--- config.mk ---
export PLATFORM = sky130hd
export DESIGN_NAME = lfsr8_seeded
export DESIGN_NICKNAME = d
export VERILOG_FILES = /design/src/rtl/lfsr8_pkg.sv /design/src/rtl/lfsr8_feedback.sv /design/src/rtl/lfsr8_cell.sv /design/src/rtl/lfsr8_seeded.sv
export SDC_FILE = /design/constraint.sdc
export NUM_CORES = 1
export LEC_CHECK = 0
export BUFFER_PORTS_ARGS = -buffer_cell sky130_fd_sc_hd__clkbuf_2
export CORE_AREA = 2 2 39 41
export CTS_CLUSTER_DIAMETER = 200
export DETAILED_ROUTE_END_ITERATION = 12
export DIE_AREA = 0 0 41 43
export PLACE_DENSITY = 0.49
export SKIP_CTS_REPAIR_TIMING = 1
export SLEW_MARGIN = 20
export SYNTH_ARGS = -nofsm -noshare
export SYNTH_HDL_FRONTEND = slang
export SYNTH_HIERARCHICAL = 1
export SYNTH_SLANG_ARGS = --single-unit
--- constraint.sdc ---
create_clock -name clk -period 0.84 [get_ports clk]
set_input_delay 0.168 -clock clk [delete_from_list [all_inputs] [get_ports clk]]
set_output_delay 0.168 -clock clk [all_outputs]
set_load 0.02 [all_outputs]
--- src/rtl/lfsr8_pkg.sv ---
package lfsr8_pkg;
  localparam int LFSR_W = 8;
  typedef logic [LFSR_W-1:0] lfsr_word_t;
  // bit n set: stage n contributes to the feedback (x^8+x^6+x^5+x^2+1)
  localparam lfsr_word_t DEF_TAPS = 8'b0110_0101;
  localparam lfsr_word_t DEF_SEED = 8'b1000_0000;
endpackage

--- src/rtl/lfsr8_feedback.sv ---
module lfsr8_feedback #(
  parameter int W = 8,
  parameter logic [W-1:0] TAPS = 8'b0110_0101
) (
  input  logic [W-1:0] stages_i,
  output logic         fb_o
);
  logic [W:0] chain;
  assign chain[0] = 1'b0;
  for (genvar n = 0; n < W; n++) begin : g_tap
    if (TAPS[n]) begin : g_on
      assign chain[n+1] = chain[n] ^ stages_i[n];
    end else begin : g_off
      assign chain[n+1] = chain[n];
    end
  end
  assign fb_o = chain[W];
endmodule

--- src/rtl/lfsr8_cell.sv ---
module lfsr8_cell #(
  parameter logic LOAD_VAL = 1'b0
) (
  input  logic clk,
  input  logic clr,
  input  logic load,
  input  logic d,
  output logic q
);
  always_ff @(posedge clk) begin
    if (clr)       q <= 1'b0;
    else if (load) q <= LOAD_VAL;
    else           q <= d;
  end
endmodule

--- src/rtl/lfsr8_seeded.sv ---
module lfsr8_seeded
  import lfsr8_pkg::*;
#(
  parameter int W = LFSR_W,
  parameter logic [W-1:0] TAPS = DEF_TAPS,
  parameter logic [W-1:0] SEED = DEF_SEED
) (
  input  logic         clk,
  input  logic         clear_i,
  input  logic         seed_i,
  output logic [W-1:0] state_o,
  output logic         serial_o
);
  localparam int TOP = W - 1;

  logic [W-1:0] q;
  logic [W-1:0] d;
  logic         fb;

  lfsr8_feedback #(.W(W), .TAPS(TAPS)) u_fb (
    .stages_i (q),
    .fb_o     (fb)
  );

  for (genvar i = 0; i < W; i++) begin : g_stage
    if (i == TOP) begin : g_head
      assign d[i] = fb;
    end else begin : g_body
      assign d[i] = q[i+1];
    end
    lfsr8_cell #(.LOAD_VAL(SEED[i])) u_cell (
      .clk  (clk),
      .clr  (clear_i),
      .load (seed_i),
      .d    (d[i]),
      .q    (q[i])
    );
  end

  assign state_o  = q;
  assign serial_o = q[0];
endmodule

==> results of run 1 <==
through the flow:
step | instances | TNS (ns)
after floorplan | 20 | -0.06201
after global placement | 50 | -0.04834
after detailed placement | 50 | -0.04173
after CTS | 54 | -1.377
after global routing | 56 | -1.248
final | 56 | -0.9539
cells in the final DEF (no fill, tap or decap), drive strengths merged:
master | netlist | final
buf | 1 | 15
clkbuf | 0 | 6
xor2 | 1 | 1
dfxtp | 8 | 8
nor3b | 7 | 7
xnor2 | 2 | 2
o21ba | 1 | 1
cells in the mapped netlist:
cell and number:
buf_4 1, xor2_1 1, nor3b_2 7, xnor2_1 2, o21ba_1 1, dfxtp_1 8
worst max-delay path: cells and delay by family, from the launching register on:
kind                   cells  cell delay, ns
DFF                        1            0.35
buffers and inverters      2            0.23
final cells by class:
cell class / instances / area [um^2] / area share [%]
multi-input cells: 11 / 131.4 / 24.88
clock buffers: 4 / 26.28 / 4.976
repair buffers: 17 / 175.2 / 33.18
flip-flops and latches: 8 / 175.2 / 33.18
well taps: 16 / 20.02 / 3.791
power by group through the flow:
stage	clock network [mW]	logic, mW	registers, mW
after floorplan	0	0.00974	0.397
after global placement	0	0.0449	0.391
after detailed placement	0	0.0447	0.391
after CTS	0.337	0.0449	0.383
after global routing	0.360	0.0576	0.385
final	0.321	0.0539	0.385
layer usage:
layer / up-vias / global-route usage, % / wire (um)
met3: 2 / 5.236 / 61
met4: 0 / 10.00 / 19
met1: 106 / 8.117 / 198
met2: 10 / 9.688 / 262
li1: 106 / - / -
met5: - / 0 / 0
worst max-delay path by stage:
stage,endpoint
floorplan,g_stage[7].u_cell/q
CTS,state_o[5]
detailed placement,g_stage[7].u_cell/q
global placement,g_stage[7].u_cell/q
finish,state_o[6]
global route,state_o[6]
logic make-up (layout without fill, tap and decap cells):
family | after synthesis | count (layout) | share of synthesized area [%]
buf+inv | 1 | 21 | 2.576
flops | 8 | 8 | 54.93
simple gates | 7 | 7 | 30.04
compound gates | 1 | 1 | 3.434
xor+xnor | 3 | 3 | 9.015
==> results.md, run 1 <==
* Outcome: complete, but fails checks
* Failing checks: setup timing
* Syn Nets at 23
* Syn-to-layout area delta at 81.12%
* Period minus WS final at 1.013 ns
* Internal Power at 588.1 uW
* Switch share at 22.62%
* Global-route wire length before repair at 862 um
* CTS tree: done
* Clock root buffer: clkbuf_4
* Most Frequent Cell on Critical Path: buf_6
* Hold Slack at 0.2263 ns
* Leakage at 0.2204 nW
* Post-Place Setup Slack at -0.04173 ns
* Largest net degree at the start of global routing at 9
* Worst setup SP type: register
* Clock Path Buffers at 2
* R2r setup slk at -0.14 ns
* ANT nets after route at 0
* CP arrival at 0.85 ns
* # rows at 14
* Overflow after GRT at 0
* Fin area at 528.0 um^2
* Die area at 1763 um^2
* Kind of critical path: register to primary output
* Critical path launch point: g_stage[6].u_cell/q
* CP Max Fanout at 2
* Hold Crit Start: clear_i
* Residual DRC count at 0
* Worst-margin pin slew at 0.2337 ns
* IO Pins at 12
* FILL cells at 146
* Wire length per cell at 9.661 um
* Required time worst endpoint at 0.67 ns
* Switching pwr at 171.9 uW
* Hold endpoint: g_stage[5].u_cell/q
* Placed cell area at 399.1 um^2
* Worst skew pair latency at 0.26 ns
* Cell Area, Synth at 291.5 um^2
* Synth top area cells: dfxtp_1 (55%), nor3b_2 (30%), xnor2_1 (6.0%)
* FMAX at 986.9 MHz
* H-tree level count at 1
* Worst hold path type: input pin to register
* Fin worst setup slack at -0.1733 ns
* Via density at 4.000
* Hold path cells at 2
* Synth top area share at 54.94%
* Initial Utilization at 21.07%
* CORE AREA at 1384 um^2
* Final Hold Fails at 0
* R2r endpoint: g_stage[7].u_cell/q
* Clk pwr share at 42.2%
* Post-synth cell types at 6
* PortBufs at 11
* Layout cell share with drive strength beyond 1 at 90.00%
* Max IR drop VDD at 0.0006225 V
* Initial antenna violation count at 0
* Die Wd at 41 um
* Clock transition at the registers of the reported paths at 0.06 ns
* Max Slew Vio Count at 0
* Max reg flops at 8
* Reg power frac at 50.7%
* Max_slew headroom at 84.42%
* DRT Wirelength at 541 um
* Synth area leader: dfxtp_1
* CP cell instances: buf_6, buf_6
* Critical-path top delay cell: dfxtp_4
* Syn avg cell area at 14.58 um^2
* Register area share after synthesis at 54.94%
* Reg2Reg Depth at 4
* Crit path largest cell delay at 0.35 ns
* GRT Resource Usage Total at 8.157%
* Seq cells post-synth at 8
* Fin Clk Skew at 0.009163 ns
* Fin crit share at 120.6%
* Final total power at 760.0 uW
* CTS buffer count at 3
* Hpwl dp at 393.7 um
* Top Registers: g_stage.u_cell/q (8)
* ANT cells at 0
* Via count at 224
* Post-layout util at 38.16%
* CP endpoint kind: primary output
* GP Congestion at 0.6375
* Die Y at 43 um
* TritonCTS Sinks at 8
* Net count, final at 44
* RSZ-0062 raised after global routing: yes
* Synth Instances at 20
* Initial DRC count at 2
* Vias in the first global route at 212
* Combinational Power Share at 7.1%
* Drt first pass iters at 2
* Largest register by flop count: g_stage.u_cell/q
* Pwr dens at 1439 nW/um^2
* Reg2Reg Launch Point: g_stage[5].u_cell/q
* Yosys warnings at 6
* # setup viols final at 10
* Number of max-cap violations at 0
Power figures use the tool's default switching activity.
==> run 2, diff against run 1 <==
--- a/config.mk
+++ b/config.mk
@@ -10,7 +10,7 @@
 export CTS_CLUSTER_DIAMETER = 200
 export DETAILED_ROUTE_END_ITERATION = 12
 export DIE_AREA = 0 0 41 43
-export PLACE_DENSITY = 0.49
+export PLACE_DENSITY = 0.5
 export SKIP_CTS_REPAIR_TIMING = 1
 export SLEW_MARGIN = 20
 export SYNTH_ARGS = -nofsm -noshare
==> results.md, run 2 (synthesis results as in run 1) <==
* Die Wd at 41 um (unchanged)
* Max Slew Vio Count at 0 (unchanged)
* Outcome: complete, but fails checks
* Fin Clk Skew at 0.01187 ns (+0.002711 ns)
* Period minus WS final at 1.000 ns (-0.01315 ns)
* Clock transition at the registers of the reported paths at 0.06 ns (about the same)
* DRT Wirelength at 590 um (+9.1%)
* Worst hold path type: input pin to register
* # rows at 14 (unchanged)
* CTS tree: done
* Fin crit share at 119.1% (-1.6 points)
* Global-route wire length before repair at 883 um (+2.4%)
* FILL cells at 138 (-5.5%)
* Number of max-cap violations at 0 (unchanged)
* Top Registers: g_stage.u_cell/q (8)
* Commonest non-fill, non-tap cells in the layout: buf_6 (14), nor3b_2 (7), dfxtp_2 (6)
* Residual DRC count at 0 (unchanged)
* Initial DRC count at 3 (+1)
* Overflow after GRT at 0 (unchanged)
* Top Family by Delay on Critical Path: flip-flops
* CP cell instances: buf_6, buf_6
* Pwr dens at 1447 nW/um^2 (+0.55%)
* Leakage at 0.2161 nW (-1.9%)
* Most Frequent Cell on Critical Path: buf_6
* Clock Path Buffers at 2 (unchanged)
* ANT cells at 0 (unchanged)
* Vias in the first global route at 205 (-3.3%)
* Final total power at 753.3 uW (-0.88%)
* CTS buffer count at 3 (unchanged)
* Largest net degree at the start of global routing at 9 (unchanged)
* Die Y at 43 um (unchanged)
* Kind of critical path: register to primary output
* Die area at 1763 um^2 (unchanged)
* Net count, final at 43 (-2.3%)
* CORE AREA at 1384 um^2 (unchanged)
* Fin Setup TNS at -0.9169 ns (+0.03709 ns)
* Critical-path top delay cell: dfxtp_4
* Layout cell share with drive strength beyond 1 at 89.74% (-0.26 points)
* PortBufs at 11 (unchanged)
* Syn-to-layout area delta at 78.54%
* TritonCTS Sinks at 8 (unchanged)
* Worst-margin pin slew at 0.2284 ns (-0.005336 ns)
* CP Max Fanout at 2 (unchanged)
* Initial antenna violation count at 0 (unchanged)
* Buffer and inverter count on the worst path at 2 (unchanged)
* Fin area at 520.5 um^2 (-1.4%)
* CP arrival at 0.83 ns (-0.02 ns)
* Drt first pass iters at 2 (unchanged)
* FF/Latch Area at 175.2 um^2 (unchanged)
* Critical path launch point: g_stage[6].u_cell/q
* # setup viols final at 10 (unchanged)
* GRT Resource Usage Total at 8.392% (+0.24 points)
* RSZ-0062 raised after global routing: yes
* Footprint of the multi-input gates at 131.4 um^2 (unchanged)
* Worst setup SP type: register
* Wire length per cell at 10.73 um (+11%)
* Placed cell area at 399.1 um^2 (unchanged)
* Largest register by flop count: g_stage.u_cell/q
* Via density at 3.927 (-1.8%)
* Post-layout util at 37.61% (-0.54 points)
* Via count at 216 (-3.6%)
* Crit path largest cell delay at 0.35 ns (about the same)
* Reg2Reg Launch Point: g_stage[0].u_cell/q
* CP endpoint kind: primary output
* Worst skew pair latency at 0.26 ns (about the same)
* Clock root buffer: clkbuf_4
* Final Hold Fails at 0 (unchanged)
* Post-Place Setup Slack at -0.04467 ns (-0.002938 ns)
* Hold Crit Start: clear_i
* ANT nets after route at 0 (unchanged)
* Most common cell after layout, fill and taps aside: buf_6
* IO Pins at 12 (unchanged)
* FMAX at 999.9 MHz (+1.3%)
* Initial Utilization at 21.07% (unchanged)
* GP Congestion at 0.6284 (-1.4%)
* Failing checks: setup timing
* Max_slew headroom at 84.78% (+0.36 points)
* Required time worst endpoint at 0.67 ns (about the same)
* Fin worst setup slack at -0.1601 ns (+0.01315 ns)
* H-tree level count at 1 (unchanged)
* Max IR drop VDD at 0.0007501 V (+20%)
* Max reg flops at 8 (unchanged)
[run 2: cell count changes in the layout (fill, tap and decap cells not counted)]
cell	change
xnor2_2	+1
xor2_1	+1
xor2_2	-1
xnor2_1	-1
buf_4	-1
[run 2: cell type report]
cell class | count | share of cell area, %
Clock buffer | 4 | 5.048
Multi-Input combinational cell | 11 | 25.24
Sequential cell | 8 | 33.65
Tap cell | 16 | 3.846
Timing Repair Buffer | 16 | 32.21
[run 2: power by group]
part	internal [mW]	switching (mW)	total [mW]	leakage (nW)
clock network	0.182	0.135	0.317	0.0150
registers	0.380	0.00385	0.384	0.0692
logic	0.0239	0.0285	0.0524	0.132
total	0.586	0.167	0.753	0.216
[run 2: worst paths after layout]
kind,slack (ns),cells past startpoint,to
max reg2reg,-0.13,4,g_stage[7].u_cell/q
max,-0.16,2,state_o[6]
min reg2reg,0.50,1,g_stage[6].u_cell/q
min,0.23,2,g_stage[6].u_cell/q
[run 2: per-stage QoR]
stage	std cells	hold WS (ns)
floorplan	20	0.2274
global placement	50	0.4703
detailed placement	50	0.4812
CTS	54	0.2343
global route	55	0.2440
finish	55	0.2290
[run 2: metal layers]
layer	track usage (%)	wire length, um
met5	0	0
met3	3.141	39
met1	8.553	210
met2	10.31	330
met4	12.00	8
==> run 3, diff against run 2 <==
--- a/config.mk
+++ b/config.mk
@@ -10,7 +10,6 @@
 export CTS_CLUSTER_DIAMETER = 200
 export DETAILED_ROUTE_END_ITERATION = 12
 export DIE_AREA = 0 0 41 43
-export PLACE_DENSITY = 0.5
 export SKIP_CTS_REPAIR_TIMING = 1
 export SLEW_MARGIN = 20
 export SYNTH_ARGS = -nofsm -noshare
==> results.md, run 3 (synthesis results as in run 1) <==
* DRT Wirelength at 558 um (-5.4%)
* Clock root buffer: clkbuf_4
* Drt first pass iters at 2 (unchanged)
* Largest net degree at the start of global routing at 9 (unchanged)
* Worst skew pair latency at 0.25 ns (about the same)
* Number of max-cap violations at 0 (unchanged)
* CTS buffer count at 3 (unchanged)
* Die Y at 43 um (unchanged)
* R2r setup slk at -0.06 ns (+0.07 ns)
* # setup viols final at 10 (unchanged)
* Placed cell area at 399.1 um^2 (unchanged)
* Die area at 1763 um^2 (unchanged)
* Clock Path Buffers at 2 (unchanged)
* IO Pins at 12 (unchanged)
* Failing checks: setup timing
* Pwr dens at 1428 nW/um^2 (-1.3%)
* Worst setup SP type: register
* Hold Slack at 0.2583 ns (+0.02925 ns)
* Initial antenna violation count at 0 (unchanged)
* Max_slew headroom at 83.39% (-1.4 points)
* Max reg flops at 8 (unchanged)
* Global-route wire length before repair at 848 um (-4.0%)
* Fin worst setup slack at -0.1430 ns (+0.01717 ns)
* Final total power at 721.8 uW (-4.2%)
* Final Hold Fails at 0 (unchanged)
* Hpwl dp at 385.5 um
* CP Max Fanout at 2 (unchanged)
* Leakage at 0.2084 nW (-3.5%)
* Footprint of the multi-input gates at 131.4 um^2 (unchanged)
* Worst hold path type: input pin to register
* TritonCTS Sinks at 8 (unchanged)
* Worst-margin pin slew at 0.2491 ns (+0.02074 ns)
* Residual DRC count at 0 (unchanged)
* FILL cells at 143 (+3.6%)
* Fin Clk Skew at 0.0008278 ns (-0.01105 ns)
* RSZ-0062 raised after global routing: yes
* Net count, final at 42 (-2.3%)
* Cells after DPL at 50 (unchanged)
* CP arrival at 0.81 ns (-0.02 ns)
* ANT cells at 0 (unchanged)
* Fin crit share at 117.0% (-2.0 points)
* CORE AREA at 1384 um^2 (unchanged)
* PortBufs at 11 (unchanged)
* # rows at 14 (unchanged)
* Period minus WS final at 0.9830 ns (-0.01717 ns)
* CP endpoint kind: primary output
* H-tree level count at 1 (unchanged)
* Vias in the first global route at 222 (+8.3%)
* Kind of critical path: register to primary output
* Max IR drop VDD at 0.0006896 V (-8.1%)
* GRT Resource Usage Total at 7.839% (-0.55 points)
* Via density at 3.981 (+1.4%)
* Initial Utilization at 21.07% (unchanged)
* Die Wd at 41 um (unchanged)
* Wire length per cell at 10.53 um (-1.9%)
* GP Congestion at 0.5677 (-9.7%)
* Initial DRC count at 2 (-1)
* Commonest non-fill, non-tap cells in the layout: buf_6 (13), nor3b_2 (7), dfxtp_2 (6)
* Most common cell after layout, fill and taps aside: buf_6
* Overflow after GRT at 0 (unchanged)
* Via count at 211 (-2.3%)
* Required time worst endpoint at 0.67 ns (about the same)
* Fin Setup TNS at -0.8110 ns (+0.1058 ns)
* Syn-to-layout area delta at 73.39%
* ANT nets after route at 0 (unchanged)
* Final Non-Filler Cells at 53 (-3.6%)
* Top Registers: g_stage.u_cell/q (8)
* FMAX at 1017 MHz (+1.7%)
* Largest register by flop count: g_stage.u_cell/q
* Layout cell share with drive strength beyond 1 at 91.89% (+2.1 points)
* Clock transition at the registers of the reported paths at 0.05 ns (about the same)
* Outcome: complete, but fails checks
* Fin area at 505.5 um^2 (-2.9%)
* Max Slew Vio Count at 0 (unchanged)
* CTS tree: done
* FF/Latch Area at 175.2 um^2 (unchanged)
run 3: area by class of cell:
cell class | instances | area share (%)
flip-flops and latches | 8 | 34.65
repair buffers | 15 | 30.94
multi-input cells | 11 | 25.99
clock buffers | 3 | 4.455
well taps | 16 | 3.960
run 3: metal layers:
metal,vias up,global-route usage [%],share of wire (%)
li1,102,-,-
met1,97,8.710,44
met2,12,9.375,47
met3,0,3.141,8.8
met4,0,10.00,0
met5,-,0,0
run 3: through the flow:
stage,utilization [%],setup slack (ns)
floorplan,-,-0.06201
CTS,30.47,-0.1972
finish,36.53,-0.1430
detailed placement,28.84,-0.06276
global placement,28.84,-0.04775
global route,36.53,-0.1780
run 3: worst paths after layout:
path | cells after the start | from | endpoint
hold reg to reg | 1 | g_stage[1].u_cell/q | g_stage[0].u_cell/q
hold / removal | 2 | seed_i | g_stage[6].u_cell/q
setup reg to reg | 3 | g_stage[5].u_cell/q | g_stage[7].u_cell/q
setup / recovery | 2 | g_stage[5].u_cell/q | state_o[5]
run 3: power breakdown:
group          internal (mW)  switching (mW)
Sequential             0.381         0.00363
Clock                  0.163           0.122
Combinational         0.0238          0.0290
Total                  0.567           0.155
run 3: worst max-delay path: stages, from the launching register on:
cell and delay (ns):
dfxtp_4 0.34, buf_6 0.11, buf_6 0.12
